## config.mk

```make
export PLATFORM = sky130hd
export DESIGN_NAME = uart_flag_irq_ctrl
export DESIGN_NICKNAME = d
export VERILOG_FILES = /design/src/rtl/uart_irq_pkg.sv /design/src/rtl/uart_sticky_flags.sv /design/src/rtl/uart_txc_timer.sv /design/src/rtl/uart_irq_group.sv /design/src/rtl/uart_flag_irq_ctrl.sv
export SDC_FILE = /design/constraint.sdc
export NUM_CORES = 1
export LEC_CHECK = 0
export CAP_MARGIN = 20
export CORE_ASPECT_RATIO = 1.1
export CORE_MARGIN = 3
export CORE_UTILIZATION = 32
export CTS_CLUSTER_SIZE = 16
export DETAILED_ROUTE_END_ITERATION = 7
export PLACE_DENSITY = 0.87
export SYNTH_ARGS = -nofsm -noshare
export SYNTH_HDL_FRONTEND = slang
export SYNTH_SLANG_ARGS = --single-unit
```

## constraint.sdc

```tcl
create_clock -name clk -period 2.5 [get_ports clk]
set_input_delay 0.375 -clock clk [delete_from_list [all_inputs] [get_ports clk]]
set_output_delay 0.375 -clock clk [all_outputs]
set_load 0.01 [all_outputs]
```

## src/rtl/uart_irq_pkg.sv

```systemverilog
package uart_irq_pkg;
   localparam int N_TX  = 2;
   localparam int N_RX  = 4;
   localparam int N_ERR = 4;
   localparam int N_SRC = N_TX + N_RX + N_ERR;

   localparam int IDX_ROOM = 0;
   localparam int IDX_DONE = 1;
   localparam int RX_LO    = N_TX;
   localparam int RX_HI    = N_TX + N_RX - 1;
   localparam int ERR_LO   = N_TX + N_RX;
   localparam int ERR_HI   = N_SRC - 1;

   typedef logic [N_SRC-1:0] flag_vec_t;
endpackage

```

## src/rtl/uart_sticky_flags.sv

```systemverilog
module uart_sticky_flags #(
   parameter int          W        = 1,
   parameter logic [W-1:0] RST_VAL = '0,
   parameter bit          SET_WINS = 1'b1
) (
   input  logic         clk,
   input  logic         rst_n,
   input  logic [W-1:0] set_i,
   input  logic [W-1:0] clr_i,
   output logic [W-1:0] d_o,
   output logic [W-1:0] q_o
);
   initial begin
      if (W < 1) $error("uart_sticky_flags: W must be at least 1");
   end

   generate
      if (SET_WINS) begin : g_set_wins
         assign d_o = set_i | (q_o & ~clr_i);
      end else begin : g_clr_wins
         assign d_o = (q_o | set_i) & ~clr_i;
      end
   endgenerate

   always_ff @(posedge clk) begin
      if (!rst_n) q_o <= RST_VAL;
      else        q_o <= d_o;
   end
endmodule

```

## src/rtl/uart_txc_timer.sv

```systemverilog
module uart_txc_timer #(
   parameter int DELAY_TICKS = 1
) (
   input  logic clk,
   input  logic rst_n,
   input  logic shift_done_i,
   input  logic data_wr_i,
   input  logic bit_tick_i,
   output logic set_o
);
   localparam int CNT_W = (DELAY_TICKS > 1) ? $clog2(DELAY_TICKS) : 1;
   localparam logic [CNT_W-1:0] LAST = CNT_W'(DELAY_TICKS - 1);

   logic             armed_q;
   logic [CNT_W-1:0] cnt_q;
   logic             at_last;

   assign at_last = (cnt_q == LAST);
   assign set_o   = armed_q && bit_tick_i && at_last && !data_wr_i && !shift_done_i;

   always_ff @(posedge clk) begin
      if (!rst_n) begin
         armed_q <= 1'b0;
         cnt_q   <= '0;
      end else if (data_wr_i) begin
         armed_q <= 1'b0;
         cnt_q   <= '0;
      end else if (shift_done_i) begin
         armed_q <= 1'b1;
         cnt_q   <= '0;
      end else if (armed_q && bit_tick_i) begin
         if (at_last) begin
            armed_q <= 1'b0;
            cnt_q   <= '0;
         end else begin
            cnt_q <= cnt_q + 1'b1;
         end
      end
   end
endmodule

```

## src/rtl/uart_irq_group.sv

```systemverilog
module uart_irq_group #(
   parameter int W = 4
) (
   input  logic         clk,
   input  logic         rst_n,
   input  logic [W-1:0] flag_d_i,
   input  logic [W-1:0] en_i,
   output logic         req_o
);
   always_ff @(posedge clk) begin
      if (!rst_n) req_o <= 1'b0;
      else        req_o <= |(flag_d_i & en_i);
   end
endmodule

```

## src/rtl/uart_flag_irq_ctrl.sv

```systemverilog
module uart_flag_irq_ctrl
   import uart_irq_pkg::*;
#(
   parameter int TC_DELAY_TICKS = 1,
   parameter bit SET_WINS       = 1'b1
) (
   input  logic             clk,
   input  logic             rst_n,
   input  logic             tx_room_evt,
   input  logic             tx_data_wr,
   input  logic             tx_shift_done,
   input  logic             bit_tick,
   input  logic [N_RX-1:0]  rx_evt,
   input  logic [N_ERR-1:0] err_evt,
   input  logic [N_SRC-1:0] flag_en,
   input  logic [N_SRC-1:0] flag_clr,
   output logic [N_SRC-1:0] flags,
   output logic             irq_tx,
   output logic             irq_rx,
   output logic             irq_err
);
   localparam int N_STICKY = N_RX + N_ERR;

   initial begin
      if (TC_DELAY_TICKS < 1) $error("uart_flag_irq_ctrl: TC_DELAY_TICKS must be >= 1");
      if (N_SRC != 10)        $error("uart_flag_irq_ctrl: source count mismatch");
   end

   flag_vec_t flag_d;
   logic      done_set;

   uart_sticky_flags #(.W(1), .RST_VAL(1'b1), .SET_WINS(1'b1)) u_room (
      .clk(clk), .rst_n(rst_n),
      .set_i(tx_room_evt), .clr_i(tx_data_wr),
      .d_o(flag_d[IDX_ROOM]), .q_o(flags[IDX_ROOM])
   );

   uart_txc_timer #(.DELAY_TICKS(TC_DELAY_TICKS)) u_timer (
      .clk(clk), .rst_n(rst_n),
      .shift_done_i(tx_shift_done), .data_wr_i(tx_data_wr),
      .bit_tick_i(bit_tick), .set_o(done_set)
   );

   uart_sticky_flags #(.W(1), .RST_VAL(1'b1), .SET_WINS(1'b1)) u_done (
      .clk(clk), .rst_n(rst_n),
      .set_i(done_set), .clr_i(tx_data_wr),
      .d_o(flag_d[IDX_DONE]), .q_o(flags[IDX_DONE])
   );

   uart_sticky_flags #(.W(N_STICKY), .RST_VAL('0), .SET_WINS(SET_WINS)) u_sticky (
      .clk(clk), .rst_n(rst_n),
      .set_i({err_evt, rx_evt}), .clr_i(flag_clr[ERR_HI:RX_LO]),
      .d_o(flag_d[ERR_HI:RX_LO]), .q_o(flags[ERR_HI:RX_LO])
   );

   uart_irq_group #(.W(N_TX)) u_grp_tx (
      .clk(clk), .rst_n(rst_n),
      .flag_d_i(flag_d[N_TX-1:0]), .en_i(flag_en[N_TX-1:0]), .req_o(irq_tx)
   );
   uart_irq_group #(.W(N_RX)) u_grp_rx (
      .clk(clk), .rst_n(rst_n),
      .flag_d_i(flag_d[RX_HI:RX_LO]), .en_i(flag_en[RX_HI:RX_LO]), .req_o(irq_rx)
   );
   uart_irq_group #(.W(N_ERR)) u_grp_err (
      .clk(clk), .rst_n(rst_n),
      .flag_d_i(flag_d[ERR_HI:ERR_LO]), .en_i(flag_en[ERR_HI:ERR_LO]), .req_o(irq_err)
   );

   logic unused_clr;
   assign unused_clr = ^flag_clr[N_TX-1:0];
endmodule

```

==> results of run 1 <==
state kept, by name, indices dropped and copies added (netlist names):
name and cells:
u_sticky.q_o 8, u_timer.armed_q 1, u_grp_err.req_o 1, u_grp_rx.req_o 1, u_done.q_o 1, u_room.q_o 1, u_grp_tx.req_o 1
power breakdown:
part	leakage, uW	switching (uW)	internal (uW)
combinational	0.000267	39.0	79.9
sequential	0.000117	6.18	238
clock	0.0000210	71.7	88.4
per-layer routing:
layer | up-vias | share of wire, % | global-route usage (%)
met5 | - | 0 | 0
met4 | 0 | 0 | 4.390
met3 | 0 | 9.3 | 5.839
met2 | 22 | 54 | 22.33
met1 | 265 | 37 | 14.83
li1 | 298 | - | -
stage by stage:
stage               setup WS, ns  cells  power [uW]  hold slack [ns]  utilization [%]
floorplan                  1.646     64       288.6           0.4369                -
global placement           1.116    122       365.8           0.4666            61.80
detailed placement         1.107    122       368.8           0.4764            61.80
CTS                       0.9578    126       526.1           0.4950            64.08
global route              0.9093    126       546.7           0.5324            64.08
finish                    0.9602    126       523.2           0.4886            64.08
Yosys cell counts (all sizes together):
cell	instances
a21oi	2
a41oi	2
and3b	1
buf	3
dfxtp	14
inv	3
nand2	4
nor2	16
nor2b	8
nor3	1
o21ai	9
o22ai	1
logic make-up (layout without fill, tap and decap cells):
family | count (synthesis) | in the layout
AO/OA/AOI/OAI | 14 | 14
flip-flops | 14 | 14
AND/OR/NAND/NOR | 30 | 30
buffers and inverters | 6 | 51
cell type report:
| type | count | area (sq um) | share of cell area [%] |
|---|---|---|---|
| Multi-Input combinational cell | 44 | 232.7 | 22.77 |
| Tap cell | 17 | 21.27 | 2.081 |
| Clock buffer | 4 | 36.28 | 3.550 |
| Sequential cell | 14 | 280.3 | 27.42 |
| Inverter | 3 | 11.26 | 1.102 |
| Timing Repair Buffer | 44 | 440.4 | 43.08 |
final timing paths:
kind / end / slack [ns] / cells past startpoint
worst max-delay path: flags[3] / 0.96 / 1
worst min-delay path: u_room.q_o$_SDFF_PN1_ / 0.49 / 2
worst max register to register: u_grp_tx.req_o$_SDFF_PN0_ / 1.63 / 3
worst min register to register: u_room.q_o$_SDFF_PN1_ / 0.49 / 2
==> impl_metrics.env, run 1 <==
export IMPL_crit_path_max_incr_delay_ns=0.54
export IMPL_cp_num_buf_inv=1
export IMPL_timing_worst_slew_pin_value_ns=0.2092
export IMPL_synth_xor_xnor_area_share_pct=0
export IMPL_finalMaxSlewViolations=0
export IMPL_wl_per_cell_um=11.48
export IMPL_synth_simple_gate_area_share_pct=25.23
export IMPL_synth_sequential_area_ratio_pct=50.91
export IMPL_drt_initial_drc_count=4
export IMPL_tritoncts="yes"
export IMPL_syn_mean_instance_area_sq_um=8.602
export IMPL_antenna_diode_count=0
export IMPL_r2r_path_start="u_timer.armed_q$_SDFFE_PP0P_"
export IMPL_netlist_instances=64
export IMPL_worstPathMaxFanout=2
export IMPL_ant_nets=0
export IMPL_post_synth_instance_area_sq_um=550.5
export IMPL_ctsHtreeMaxLevel=1
export IMPL_post_route_cells_drive_above_1_share_pct=6.422
export IMPL_grt_antenna_before_repair=0
export IMPL_rsz0062_at_grt="no"
export IMPL_areal_power_density_over_the_cells_nw_per_um2=511.9
export IMPL_numClockSinks=14
export IMPL_endpoint_class_of_the_critical_path="output port"
export IMPL_maxCapViolCount=0
export IMPL_timing_critical_path_cells="clkdlybuf4s50_1"
export IMPL_die_area_sq_um=2254
export IMPL_synthToLayoutAreaGrowth_pct=85.68
export IMPL_most_frequent_cells_in_the_layout="sky130_fd_sc_hd__clkdlybuf4s50_1, sky130_fd_sc_hd__nor2_1, sky130_fd_sc_hd__dfxtp_1"
export IMPL_cell_variety_after_synth=14
export IMPL_synth_compound_area_share_pct=17.05
export IMPL_cts_resized=0
export IMPL_synth_net_count=98
export IMPL_post_cts_repair_setup_buffers=0
export IMPL_critPathLaunch="u_sticky.q_o[1]$_SDFF_PN0_"
export IMPL_timing_fmax_mhz=649.4
export IMPL_synth_mux_area_fraction_pct=0
export IMPL_worst_hold_path_type="flop to flop"
export IMPL_cts_buffer_depth=2
export IMPL_core_sq_um=1595
export IMPL_detail_route_first_pass_iterations=3
export IMPL_critical_path_slowest_cell="sky130_fd_sc_hd__clkdlybuf4s50_1"
export IMPL_placedInstanceArea_sq_um=985.9
export IMPL_critical_setup_path_class="flop to output port"
export IMPL_finalSetupViolCount=0
export IMPL_power_static_leakage_uw=0.0004045
export IMPL_grt_start_max_net_pins=12
export IMPL_crit_required_ns=2.12
export IMPL_hold_viol=0
export IMPL_cp_start_kind="flop"
export IMPL_initial_core_util_pct=34.51
export IMPL_gr_total_overflow=0
export IMPL_place_detailed_hpwl_mm=1.212
export IMPL_yosys_area_share_adder_pct=0
export IMPL_layout_commonest_cell="sky130_fd_sc_hd__clkdlybuf4s50_1"
export IMPL_synthDominantCellAreaShare_pct=50.91
export IMPL_chipHeight_um=49.50
export IMPL_synth_seq_cells=14
export IMPL_clock_root_buffer="sky130_fd_sc_hd__clkbuf_4"
export IMPL_period_share_pct=61.59
export IMPL_grt_pass1_vias=561
export IMPL_critical_path_top_delay_family="buffers and inverters"
export IMPL_clock_latency_ns=0.27
export IMPL_total_via_count_after_detailed_routing=585
export IMPL_die_width_um=45.55
export IMPL_rows=15
export IMPL_max_vdd_ir_drop_v=0.0003047
export IMPL_nets=144
export IMPL_gp_routability_congestion=0.6958
export IMPL_filler_cell_count=148
export IMPL_top_level_ports=47
export IMPL_slew_headroom_pct=86.04
export IMPL_global_route_wire_length_before_repair_mm=2.242
export IMPL_cts_hold_buffers=0
export IMPL_main_combinational_cell_family_by_area_after_synthesis="simple AND/OR/NAND/NOR gates"
export IMPL_port_buffer_count=44
export IMPL_post_route_drc_count=0
export IMPL_drt_total_wl_mm=1.446
export IMPL_grt_usage_pct=13.46
export IMPL_min_from="u_room.q_o$_SDFF_PN1_"
export IMPL_synthDominantAreaCellType="sky130_fd_sc_hd__dfxtp_1"
export IMPL_synth_yosys_warnings=0
export IMPL_arr_time_crit_path_ns=1.16
export IMPL_number_of_buffers_added_by_the_clock_tree_synthesis_step=3
export IMPL_vias_per_cell=4.643
export IMPL_status="completed"
export IMPL_setup_tns_final_ns=0
export IMPL_finalCriticalPeriod_ns=1.540
export IMPL_post_route_cell_area_sq_um=1022
export IMPL_ys_top_cells_by_area="sky130_fd_sc_hd__dfxtp_1, sky130_fd_sc_hd__nor2_1, sky130_fd_sc_hd__nor2b_1"
export IMPL_skew_ns=0.005728
export IMPL_cts_reportedPaths_clkPinSlew_ns=0.09
(Power assumes the default switching activity.)
==> run 2: changes to the inputs <==
- CORE_UTILIZATION: 32 -> 27
- PLACE_DENSITY: 0.87 -> 0.79
- clock period: 2.5 -> 1.3 ns (I/O delays scaled with it)
==> run 2 against run 1 <==
Sequential cell count unchanged. Worst setup slack worse by 0.74 ns. Utilization down 10 points. Routed wire length down 6.0%. Die area up 16%. Sequential power up 91%. First-iteration DRC count down 50%. Sequential share of layout area up 0.48 points.
==> impl_metrics.env, run 2 (synthesized netlist as in run 1, its figures left out) <==
export IMPL_status="completed"
export IMPL_power_static_leakage_uw=0.0004269
export IMPL_ant_nets=0
export IMPL_detail_route_first_pass_iterations=2
export IMPL_multi_input_area_sq_um=232.7
export IMPL_clock_power_share_pct=25.2
export IMPL_fin_hold_ws_ns=0.4984
export IMPL_timing_fmax_mhz=923.9
export IMPL_worst_setup_slack_after_layout_ns=0.2176
export IMPL_global_route_wire_length_before_repair_mm=2.352
export IMPL_ctsHtreeMaxLevel=1
export IMPL_synthToLayoutAreaGrowth_pct=82.50
export IMPL_total_via_count_after_detailed_routing=572
export IMPL_arr_time_crit_path_ns=0.89
export IMPL_crit_path_max_incr_delay_ns=0.34
export IMPL_gp_routability_congestion=0.6642
export IMPL_skew_ns=0.001767
export IMPL_finalMaxSlewViolations=0
export IMPL_post_route_cells_drive_above_1_share_pct=5.556
export IMPL_hold_viol=0
export IMPL_setup_tns_final_ns=0
export IMPL_rows=16
export IMPL_initial_core_util_pct=29.57
export IMPL_switching_power_uw=204.3
export IMPL_post_cts_repair_setup_buffers=0
export IMPL_tritoncts="yes"
export IMPL_drt_total_wl_mm=1.359
export IMPL_cts_resized=13
export IMPL_dp_worst_setup_slack_ns=0.1012
export IMPL_layout_commonest_cell="sky130_fd_sc_hd__clkdlybuf4s50_1"
export IMPL_nets=144
export IMPL_grt_start_max_net_pins=12
export IMPL_power_combinational_fraction_pct=23.0
export IMPL_sw_ratio_pct=22.62
export IMPL_finalSetupViolCount=0
export IMPL_port_buffer_count=44
export IMPL_cts_hold_buffers=0
export IMPL_numClockSinks=14
export IMPL_die_area_sq_um=2618
export IMPL_clock_root_buffer="sky130_fd_sc_hd__clkbuf_4"
export IMPL_areal_power_density_over_the_cells_nw_per_um2=898.9
export IMPL_endpoint_class_of_the_critical_path="output port"
export IMPL_filler_cell_count=197
export IMPL_total_power_uw=903.1
export IMPL_largest_register_ffs=8
export IMPL_p_seq_share_pct=51.7
export IMPL_worst_r2r_setup_slack_ns=0.46
export IMPL_slew_headroom_pct=85.65
export IMPL_top_level_ports=47
export IMPL_maxCapViolCount=0
export IMPL_max_vdd_ir_drop_v=0.0005293
export IMPL_chipHeight_um=53.36
export IMPL_internal_power_uw=698.8
export IMPL_grt_usage_pct=11.77
export IMPL_grt_pass1_vias=564
export IMPL_core_sq_um=1862
export IMPL_die_width_um=49.06
export IMPL_antenna_diode_count=0
export IMPL_number_of_buffers_added_by_the_clock_tree_synthesis_step=3
export IMPL_cp_start_kind="flop"
export IMPL_period_share_pct=83.26
export IMPL_worst_hold_path_type="flop to flop"
export IMPL_crit_required_ns=1.11
export IMPL_worstPathMaxFanout=2
export IMPL_cts_buffer_depth=2
export IMPL_critical_path_slowest_cell="sky130_fd_sc_hd__dfxtp_1"
export IMPL_critical_setup_path_class="flop to output port"
export IMPL_rsz0062_at_grt="no"
export IMPL_wl_per_cell_um=10.07
export IMPL_place_detailed_hpwl_mm=1.157
export IMPL_cts_reportedPaths_clkPinSlew_ns=0.07
export IMPL_drt_initial_drc_count=2
export IMPL_timing_worst_slew_pin_value_ns=0.2150
export IMPL_timing_critical_path_cells="dlygate4sd2_1"
export IMPL_finalCriticalPeriod_ns=1.082
export IMPL_non_filler_instances=135
export IMPL_layout_area_seq_sq_um=280.3
export IMPL_post_route_drc_count=0
export IMPL_gr_total_overflow=0
export IMPL_largest_register_by_flop_count="u_sticky.q_o"
export IMPL_most_frequent_cells_in_the_layout="sky130_fd_sc_hd__clkdlybuf4s50_1, sky130_fd_sc_hd__nor2_1, sky130_fd_sc_hd__dfxtp_1"
export IMPL_post_place_cells=132
export IMPL_clock_latency_ns=0.26
export IMPL_vias_per_cell=4.237
export IMPL_critical_path_top_delay_family="flip-flops"
export IMPL_cp_num_buf_inv=1
export IMPL_grt_antenna_before_repair=0
[run 2: cell types whose count changed in the layout (fill, tap and decap cells not counted)]
cell and delta:
sky130_fd_sc_hd__clkbuf_8 -1, sky130_fd_sc_hd__clkdlybuf4s50_1 -13, sky130_fd_sc_hd__dlygate4sd2_1 +13
[run 2: per-stage QoR]
step / instance area, sq um / utilization (%)
final: 1005 / 53.97
after global routing: 1005 / 53.97
after CTS: 1005 / 53.97
after detailed placement: 998.5 / 53.63
after global placement: 998.5 / 53.63
after floorplan: 550.5 / -
[run 2: worst paths after layout]
kind,to,depth (start not counted),from
hold / removal,u_done.q_o$_SDFF_PN1_,2,u_done.q_o$_SDFF_PN1_
hold reg to reg,u_done.q_o$_SDFF_PN1_,2,u_done.q_o$_SDFF_PN1_
setup / recovery,flags[0],1,u_room.q_o$_SDFF_PN1_
setup reg to reg,u_grp_rx.req_o$_SDFF_PN0_,3,u_sticky.q_o[1]$_SDFF_PN0_
[run 2: layout make-up]
| class | count | share of cell area, % |
|---|---|---|
| flip-flops and latches | 14 | 27.90 |
| clock buffers | 3 | 2.242 |
| repair buffers | 44 | 42.22 |
| multi-input cells | 44 | 23.16 |
| inverters | 3 | 1.121 |
| well taps | 27 | 3.362 |
[run 2: routing by layer]
| layer | GRT usage, % | vias to the layer above | routed length (um) |
|---|---|---|---|
| met5 | 0 | - | 0 |
| met4 | 5.687 | 0 | 8 |
| met3 | 5.070 | 2 | 113 |
| met2 | 20.81 | 26 | 674 |
| met1 | 12.03 | 245 | 562 |
| li1 | - | 299 | - |
[run 2: power groups by stage]
stage / clock network, uW / registers (uW) / logic [uW]
after floorplan: 0 / 490 / 64.9
final: 228 / 467 / 208
after detailed placement: 0 / 479 / 228
after global routing: 263 / 472 / 229
after CTS: 242 / 468 / 211
after global placement: 0 / 478 / 226
==> run 3: changes to the inputs <==
- clock period: 1.3 -> 0.88 ns (I/O delays scaled with it)
==> run 3 against run 2 <==
Hold slack got worse by 0.080 ns. Critical path type is now flop to flop. Combinational power increased by 63%. Largest power group unchanged. Cell count up 3.0%. Critical endpoint is now u_grp_rx.req_o$_SDFF_PN0_. Design area rose by 6.0%. Sequential cell count unchanged. Largest cell class unchanged. Global-route usage up 1.3 points. Routed wire length is 15% higher. Via count increased by 3.8%. Clock power grew 100%.
==> impl_metrics.env, run 3 (synthesized netlist as in run 1, its figures left out) <==
export IMPL_post_route_cells_drive_above_1_share_pct=32.14
export IMPL_switching_power_uw=344.7
export IMPL_total_via_count_after_detailed_routing=594
export IMPL_crit_path_max_incr_delay_ns=0.33
export IMPL_largest_register_ffs=8
export IMPL_setup_tns_final_ns=0
export IMPL_r2r_path_start="u_sticky.q_o[1]$_SDFF_PN0_"
export IMPL_finalCriticalPeriod_ns=0.8630
export IMPL_hold_path_cell_count=3
export IMPL_die_area_sq_um=2618
export IMPL_finalCoreUtilization_pct=57.19
export IMPL_max_vdd_ir_drop_v=0.0008188
export IMPL_grt_pass1_vias=648
export IMPL_synthToLayoutAreaGrowth_pct=93.41
export IMPL_clock_power_share_pct=30.6
export IMPL_port_buffer_count=44
export IMPL_worst_setup_slack_after_layout_ns=0.01704
export IMPL_worstPathMaxFanout=2
export IMPL_grt_antenna_before_repair=0
export IMPL_status="completed"
export IMPL_number_of_buffers_added_by_the_clock_tree_synthesis_step=3
export IMPL_detail_route_first_pass_iterations=2
export IMPL_r2r_worst_path_cells=3
export IMPL_global_route_wire_length_before_repair_mm=2.573
export IMPL_antenna_diode_count=0
export IMPL_tritoncts="yes"
export IMPL_gp_routability_congestion=0.6734
export IMPL_min_from="flag_en[1]"
export IMPL_nets=147
export IMPL_critical_setup_path_class="flop to flop"
export IMPL_p_seq_share_pct=46.8
export IMPL_post_place_cells=134
export IMPL_drt_total_wl_mm=1.562
export IMPL_critical_path_slowest_cell="sky130_fd_sc_hd__dfxtp_2"
export IMPL_post_route_drc_count=0
export IMPL_period_share_pct=98.06
export IMPL_regToRegEndpoint="u_grp_rx.req_o$_SDFF_PN0_"
export IMPL_gr_total_overflow=0
export IMPL_top_level_ports=47
export IMPL_grt_start_max_net_pins=12
export IMPL_internal_power_uw=1157
export IMPL_ctsHtreeMaxLevel=1
export IMPL_vias_per_cell=4.273
export IMPL_wl_per_cell_um=11.24
export IMPL_finalMaxSlewViolations=0
export IMPL_rsz0062_at_grt="yes"
export IMPL_place_detailed_hpwl_mm=1.214
export IMPL_initial_core_util_pct=29.57
export IMPL_drt_initial_drc_count=1
export IMPL_cts_reportedPaths_clkPinSlew_ns=0.09
export IMPL_clock_root_buffer="sky130_fd_sc_hd__clkbuf_4"
export IMPL_cp_start_kind="flop"
export IMPL_ant_nets=0
export IMPL_most_frequent_cells_in_the_layout="sky130_fd_sc_hd__clkdlybuf4s50_1, sky130_fd_sc_hd__nor2_1, sky130_fd_sc_hd__dfxtp_2"
export IMPL_core_sq_um=1862
export IMPL_sw_ratio_pct=22.95
export IMPL_areal_power_density_over_the_cells_nw_per_um2=1410
export IMPL_timing_fmax_mhz=1159
export IMPL_numClockSinks=14
export IMPL_fin_hold_ws_ns=0.4186
export IMPL_die_width_um=49.06
export IMPL_slew_headroom_pct=85.57
export IMPL_non_filler_instances=139
export IMPL_hold_viol=0
export IMPL_filler_cell_count=194
export IMPL_timing_worst_slew_pin_value_ns=0.2161
export IMPL_chipHeight_um=53.36
export IMPL_maxCapViolCount=0
export IMPL_power_combinational_fraction_pct=22.6
export IMPL_rows=16
export IMPL_largest_register_by_flop_count="u_sticky.q_o"
export IMPL_worst_r2r_setup_slack_ns=0.02
export IMPL_timing_critical_path_cells="nor2b_1 > o21ai_1 > a41oi_2"
export IMPL_grt_usage_pct=13.10
export IMPL_finalSetupViolCount=0
export IMPL_power_static_leakage_uw=0.0004441
export IMPL_cts_buffer_depth=2
export IMPL_crit_required_ns=1.04
export IMPL_skew_ns=0.0006367
export IMPL_layout_commonest_cell="sky130_fd_sc_hd__clkdlybuf4s50_1"
export IMPL_arr_time_crit_path_ns=1.02
export IMPL_clock_latency_ns=0.27
export IMPL_dp_worst_setup_slack_ns=-0.2715
export IMPL_worst_hold_path_type="input pin to flop"
export IMPL_whs_endpoint="u_grp_tx.req_o$_SDFF_PN0_"
export IMPL_endpoint_class_of_the_critical_path="flop"
[run 3: changes by cell type in the layout (fill, tap and decap cells not counted), sizes merged]
cell         previous run  this run
buf                     0        16
dlygate4sd2            13         0
clkbuf                  3         4
[run 3: metrics by stage]
stage               instance area [sq um]  power (uW)
detailed placement                   1013        1053
floorplan                           550.5       819.9
CTS                                  1017        1504
finish                               1065        1502
global placement                     1013        1046
global route                         1065        1580
[run 3: worst max-delay path by stage]
| stage | from | to | slack (ns) | cells after the start |
|---|---|---|---|---|
| 2_1_floorplan | u_sticky.q_o[5]$_SDFF_PN0_ | u_grp_err.req_o$_SDFF_PN0_ | 0.04 | 3 |
| 3_3_place_gp | tx_shift_done | u_grp_tx.req_o$_SDFF_PN0_ | -0.24 | 4 |
| 3_5_place_dp | tx_shift_done | u_grp_tx.req_o$_SDFF_PN0_ | -0.27 | 4 |
| 4_1_cts | u_sticky.q_o[7]$_SDFF_PN0_ | flags[9] | 0.0003 | 1 |
| 5_1_grt | u_sticky.q_o[5]$_SDFF_PN0_ | u_grp_err.req_o$_SDFF_PN0_ | -0.02 | 3 |
| 6_report | u_sticky.q_o[1]$_SDFF_PN0_ | u_grp_rx.req_o$_SDFF_PN0_ | 0.02 | 3 |
[run 3: power groups by stage]
stage / Sequential (uW) / Clock, uW / Combinational (uW)
floorplan: 724 / 0 / 95.9
global placement: 706 / 0 / 340
detailed placement: 707 / 0 / 345
CTS: 699 / 486 / 319
global route: 708 / 501 / 371
finish: 702 / 459 / 340
[run 3: cell type report]
type                            count  area [sq um]  share of cell area (%)
Clock buffer                        4         36.28                   3.408
Inverter                            3         11.26                   1.058
Sequential cell                    14         292.8                   27.50
Tap cell                           27         33.78                   3.173
Timing Repair Buffer               47         447.9                   42.07
Multi-Input combinational cell     44         242.7                   22.80
[run 3: critical path, delay by kind of cell (launching register included)]
family	cells	cell delay (ns)
flip-flops	1	0.33
AO/OA/AOI/OAI	2	0.28
AND/OR/NAND/NOR	1	0.13
[run 3: what timing repair did]
action                     CTS  global route
buffers inserted             1             0
gates resized for setup     64             9
gates cloned                 0             0
setup endpoints to repair   13            16
hold buffers                 0             0
[run 3: metal layers]
layer / share of wire (%) / up-vias / track usage, %
li1: - / 305 / -
met2: 54 / 26 / 26.24
met1: 36 / 261 / 10.83
met3: 8.8 / 2 / 4.789
met4: 0.51 / 0 / 8.531
met5: 0 / - / 0
